==> src/rtl/cvd_pkg.sv <==
package cvd_pkg;
  typedef enum logic [2:0] {
    ST_IDLE,
    ST_PRE,
    ST_ACQ,
    ST_START,
    ST_WAIT,
    ST_HOLD
  } seqState_t;

  typedef struct packed {
    logic loadPre;
    logic loadAcq;
    logic capFirst;
    logic capFinal;
    logic setInt;
  } dpStrobe_t;
endpackage

==> src/rtl/cvd_ctrl.sv <==
module cvd_ctrl
  import cvd_pkg::*;
#(
  parameter int LEN_W = 8
) (
  input  logic             clk,
  input  logic             rstN,
  input  logic             goReq,
  input  logic [LEN_W-1:0] preLen,
  input  logic [LEN_W-1:0] acqLen,
  input  logic             polSel,
  input  logic             dblEn,
  input  logic             contEn,
  input  logic             convDone,
  input  logic             cntLast,
  output dpStrobe_t        strb,
  output logic             busy,
  output logic             chargeEn,
  output logic             chargeHigh,
  output logic             sampleEn,
  output logic             convStart
);
  seqState_t stQ, stD;
  logic      passQ, passD;
  logic      launch;
  logic      preZero, acqZero;

  assign preZero = (preLen == '0);
  assign acqZero = (acqLen == '0);

  always_comb begin
    stD    = stQ;
    passD  = passQ;
    strb   = '0;
    launch = 1'b0;
    case (stQ)
      ST_IDLE: if (goReq) begin
        passD  = 1'b0;
        launch = 1'b1;
      end
      ST_HOLD: if (goReq) begin
        passD  = 1'b1;
        launch = 1'b1;
      end
      ST_PRE: if (cntLast) begin
        if (!acqZero) begin
          stD          = ST_ACQ;
          strb.loadAcq = 1'b1;
        end else begin
          stD = ST_START;
        end
      end
      ST_ACQ: if (cntLast) stD = ST_START;
      ST_START: stD = ST_WAIT;
      ST_WAIT: if (convDone) begin
        if (!passQ && dblEn) begin
          strb.capFirst = 1'b1;
          if (contEn) begin
            passD  = 1'b1;
            launch = 1'b1;
          end else begin
            stD = ST_HOLD;
          end
        end else begin
          strb.capFinal = 1'b1;
          strb.setInt   = 1'b1;
          stD           = ST_IDLE;
        end
      end
      default: stD = ST_IDLE;
    endcase
    if (launch) begin
      if (!preZero) begin
        stD          = ST_PRE;
        strb.loadPre = 1'b1;
      end else if (!acqZero) begin
        stD          = ST_ACQ;
        strb.loadAcq = 1'b1;
      end else begin
        stD = ST_START;
      end
    end
  end

  always_ff @(posedge clk) begin
    if (!rstN) begin
      stQ   <= ST_IDLE;
      passQ <= 1'b0;
    end else begin
      stQ   <= stD;
      passQ <= passD;
    end
  end

  assign busy       = (stQ != ST_IDLE) && (stQ != ST_HOLD);
  assign chargeEn   = (stQ == ST_PRE);
  assign chargeHigh = chargeEn & (polSel ^ passQ);
  assign sampleEn   = (stQ == ST_ACQ);
  assign convStart  = (stQ == ST_START);
endmodule

==> src/rtl/cvd_dpath.sv <==
module cvd_dpath
  import cvd_pkg::*;
#(
  parameter int LEN_W    = 8,
  parameter int SAMPLE_W = 10
) (
  input  logic                clk,
  input  logic                rstN,
  input  dpStrobe_t           strb,
  input  logic [LEN_W-1:0]    preLen,
  input  logic [LEN_W-1:0]    acqLen,
  input  logic                dblEn,
  input  logic                intClr,
  input  logic [SAMPLE_W-1:0] convData,
  output logic                cntLast,
  output logic                intFlag,
  output logic [SAMPLE_W:0]   result
);
  localparam int RES_W = SAMPLE_W + 1;

  logic [LEN_W-1:0]    cntQ;
  logic [SAMPLE_W-1:0] firstQ;
  logic [RES_W-1:0]    extFirst, extNow;

  assign extFirst = {1'b0, firstQ};
  assign extNow   = {1'b0, convData};
  assign cntLast  = (cntQ == LEN_W'(1));

  always_ff @(posedge clk) begin
    if (!rstN) begin
      cntQ <= '0;
    end else if (strb.loadPre) begin
      cntQ <= preLen;
    end else if (strb.loadAcq) begin
      cntQ <= acqLen;
    end else if (cntQ != '0) begin
      cntQ <= cntQ - LEN_W'(1);
    end
  end

  always_ff @(posedge clk) begin
    if (!rstN) begin
      firstQ <= '0;
      result <= '0;
    end else begin
      if (strb.capFirst) firstQ <= convData;
      if (strb.capFinal) result <= dblEn ? (extFirst - extNow) : extNow;
    end
  end

  always_ff @(posedge clk) begin
    if (!rstN)            intFlag <= 1'b0;
    else if (strb.setInt) intFlag <= 1'b1;
    else if (intClr)      intFlag <= 1'b0;
  end
endmodule

==> src/rtl/cvd_seq.sv <==
module cvd_seq
  import cvd_pkg::*;
#(
  parameter int LEN_W    = 8,
  parameter int SAMPLE_W = 10
) (
  input  logic                clk,
  input  logic                rstN,
  input  logic                goReq,
  input  logic                intClr,
  input  logic [LEN_W-1:0]    preLen,
  input  logic [LEN_W-1:0]    acqLen,
  input  logic                polSel,
  input  logic                dblEn,
  input  logic                contEn,
  input  logic                convDone,
  input  logic [SAMPLE_W-1:0] convData,
  output logic                busy,
  output logic                intFlag,
  output logic                chargeEn,
  output logic                chargeHigh,
  output logic                sampleEn,
  output logic                convStart,
  output logic [SAMPLE_W:0]   result
);
  dpStrobe_t strb;
  logic      cntLast;

  cvd_ctrl #(.LEN_W(LEN_W)) u_ctrl (
    .clk(clk), .rstN(rstN), .goReq(goReq), .preLen(preLen), .acqLen(acqLen),
    .polSel(polSel), .dblEn(dblEn), .contEn(contEn), .convDone(convDone),
    .cntLast(cntLast), .strb(strb), .busy(busy), .chargeEn(chargeEn),
    .chargeHigh(chargeHigh), .sampleEn(sampleEn), .convStart(convStart)
  );

  cvd_dpath #(.LEN_W(LEN_W), .SAMPLE_W(SAMPLE_W)) u_dpath (
    .clk(clk), .rstN(rstN), .strb(strb), .preLen(preLen), .acqLen(acqLen),
    .dblEn(dblEn), .intClr(intClr), .convData(convData), .cntLast(cntLast),
    .intFlag(intFlag), .result(result)
  );
endmodule

==> config.mk <==
export PLATFORM = sky130hd
export DESIGN_NAME = cvd_seq
export DESIGN_NICKNAME = d
export VERILOG_FILES = /design/src/rtl/cvd_pkg.sv /design/src/rtl/cvd_ctrl.sv /design/src/rtl/cvd_dpath.sv /design/src/rtl/cvd_seq.sv
export SDC_FILE = /design/constraint.sdc
export NUM_CORES = 1
export LEC_CHECK = 0
export ABC_AREA = 1
export BUFFER_PORTS_ARGS = -buffer_cell sky130_fd_sc_hd__buf_2
export CAP_MARGIN = 20
export CORE_ASPECT_RATIO = 1.2
export CORE_MARGIN = 2
export CORE_UTILIZATION = 54
export DETAILED_ROUTE_END_ITERATION = 10
export GPL_ROUTABILITY_DRIVEN = 1
export PLACE_DENSITY_LB_ADDON = 0.1
export SKIP_LAST_GASP = 1
export SYNTH_ARGS = -nofsm -noshare
export SYNTH_HDL_FRONTEND = slang
export SYNTH_SLANG_ARGS = --single-unit
==> constraint.sdc <==
create_clock -name clk -period 2.2 [get_ports clk]
set_clock_uncertainty 0.2 [all_clocks]
set_input_delay 0.11 -clock clk [delete_from_list [all_inputs] [get_ports clk]]
set_output_delay 0.11 -clock clk [all_outputs]
set_load 0.02 [all_outputs]
==> results.yml <==
synthesis:
  ys_types: 30
  synth_fp_nets: 405
  syn-cell-area_um2: 2320
  synth-seq-cells: 34
  syn-instance-count: 358
  synth.avg_cell_area_um2: 6.48
  yosys_warnings: 0
  ys_seq_area_frac: 0.294
power_and_ir_drop:
  power_density_nw_per_um2: 884
  power_leakage_nw: 1.52
  ir_worst_vdd_mv: 0.496
  p_total_mw: 2.58
worst_setup_path:
  start_kind: "flop"
  crit_path_max_fanout: 3
  worst_setup_path_end_kind: "flop"
  cp.required_ps: 2170
  path_class: "flop to flop"
  worst_ep_arrival_time_ps: 2010
sta:
  tightest_slew_ps: 473
  drv_slew: 0
  finalHoldViolCount: 0
  finalCriticalPeriod_ps: 2030
  setup-tns-final_ps: 0
  period_share: 0.925
  setup_viol: 0
  fmax_ghz: 0.491
  hold_slack_ps: 3.90
  relSlewSlack: 0.684
  rsz0062_at_grt: "no"
final_layout:
  nets: 477
  antennaDiodeCount: 0
  drive_gt1_frac: 0.179
  design_area_um2: 2920
  fin_cells: 485
  fill_cells: 384
  area_growth_pct: 25.7
place:
  place_hpwl_um: 4160
  gp_congestion: 0.908
  placed_cell_area_um2: 2610
  placed_cells: 457
  port_buffers: 50
grt:
  grt_pass1_vias: 2167
  grt_first_pass_wirelength_um: 9060
  grt_overflow: 0
  antenna_found_initial: 0
  grt_usage: 0.240
  grt_max_degree: 25
run:
  drv_cap: 0
clock_network:
  cts_setup_buffers: 0
  cts_root_buffer: "clkbuf_8"
  cts_buffers: 5
  clk_path_buf_depth: 2
  cts_max_level: 2
  tritoncts: "done"
  clk_latency_ps: 280
  cts.clk_slew.worst_paths_ps: 60
  clock-sinks: 34
die:
  start_util: 0.552
  dieWidth_um: 63.8
  fp-row-count: 26
  num_io_pins: 51
  die_h_um: 75.8
  dieArea_um2: 4840
  coreArea_um2: 4200
routing:
  drt_pass1_iterations: 4
  drtIter0Drc: 129
  antenna_left: 0
  wl_per_cell_um: 11.6
  drc: 0
  vias_per_cell: 5.03
  dr_total_vias: 2438
  wl_um: 5630
outcome:
  outcome: "complete, no violations"
hold_path:
  holdCritPathClass: "input pin to flop"
layer usage:
layer	share of wire	up-vias	track usage
met5	0	-	0
met4	0.024	0	0.104
met3	0.030	16	0.0399
met2	0.53	53	0.473
met1	0.42	1073	0.252
li1	-	1296	-
synthesized netlist by cell type:
cell      instances  area (um2)
nand2_1          68         255
inv_1            52         195
a21oi_1          45         225
nor2_1           39         146
dfxtp_1          34         681
o21ai_0          33         165
nand3_1          20         100
ha_1             12         150
buf_2             5        25.0
nand2_2           5        31.3
xor2_1            5        43.8
inv_2             4        15.0
nand4_1           4        25.0
o21ai_1           4        20.0
xnor2_1           4        35.0
clkbuf_1          3        11.3
o211ai_1          3        22.5
a211oi_1          2        15.0
nand2_4           2        22.5
nand3b_1          2        15.0
nor2_2            2        12.5
nor2_4            2        22.5
a21boi_0          1        7.51
a21oi_2           1        8.76
clkinv_1          1        3.75
fa_1              1        20.0
nand2_8           1        20.0
nand3_2           1        10.0
o31ai_1           1        7.51
or2_2             1        6.26
layout make-up:
class / count / area (um2) / area share
timing repair buffer: 73 / 478 / 0.164
clock buffer: 6 / 82.6 / 0.0283
tap: 56 / 70.1 / 0.0240
sequential: 34 / 681 / 0.233
inverter: 57 / 214 / 0.0734
multi-input combinational: 259 / 1390 / 0.477
per-stage QoR:
stage / setup WS [ps] / utilization
detailed placement: 110 / 0.622
global placement: 149 / 0.622
CTS: 81.9 / 0.694
finish: 165 / 0.695
floorplan: 223 / -
global route: 10.0 / 0.695
cell families after synthesis:
| logic type | Yosys count | synth area share |
|---|---|---|
| simple gates | 147 | 0.288 |
| compound gates | 90 | 0.203 |
| buf+inv | 65 | 0.108 |
| flops | 34 | 0.294 |
| fa+ha+maj | 13 | 0.0734 |
| xor+xnor | 9 | 0.0340 |
placed cells by master, fill, tap and decap left out, drive strengths merged, types with 4 or more instances in the layout:
cell and count:
a21oi 46, buf 51, clkbuf 6, dfxtp 34
dlygate4sd3 22, ha 12, inv 56, nand2 76
nand3 21, nand4 4, nor2 43, o21ai 37
xnor2 4, xor2 5
flip-flops by register name (all words and copies together), names as in the netlist:
signal	count
u_dpath.result	11
u_dpath.firstQ	10
u_dpath.cntQ	8
u_ctrl.stQ	3
u_ctrl.passQ	1
u_dpath.intFlag	1
final timing paths:
path	start	cells past startpoint	end	slack [ps]
max	u_dpath.firstQ[0]$_SDFFE_PN0P_	9	u_dpath.result[6]$_SDFFE_PN0P_	170
min reg2reg	u_dpath.intFlag$_SDFFE_PN0P_	2	u_dpath.intFlag$_SDFFE_PN0P_	260
min	acqLen[6]	5	u_dpath.cntQ[6]$_SDFFE_PN0P_	4
max reg2reg	u_dpath.firstQ[0]$_SDFFE_PN0P_	9	u_dpath.result[6]$_SDFFE_PN0P_	170
power by group:
part	internal, mW	switching, mW	total, mW
clock network	0.241	0.200	0.440
registers	0.740	0.106	0.846
logic	0.504	0.786	1.29
timing repair:
item	CTS	global route
hold buffers	22	0
setup endpoints to repair	0	4
resized for setup	0	2
endpoints found under the hold margin	25	0
critical path, cell delays in order (launching register included):
cell and delay (ps):
dfxtp_1 300, inv_1 50, ha_1 220, fa_2 380
nand3b_1 170, nand2_1 130, a21oi_1 90, or2_2 270
nand3_1 60, a21oi_1 60
Power figures use the tool's default switching activity.
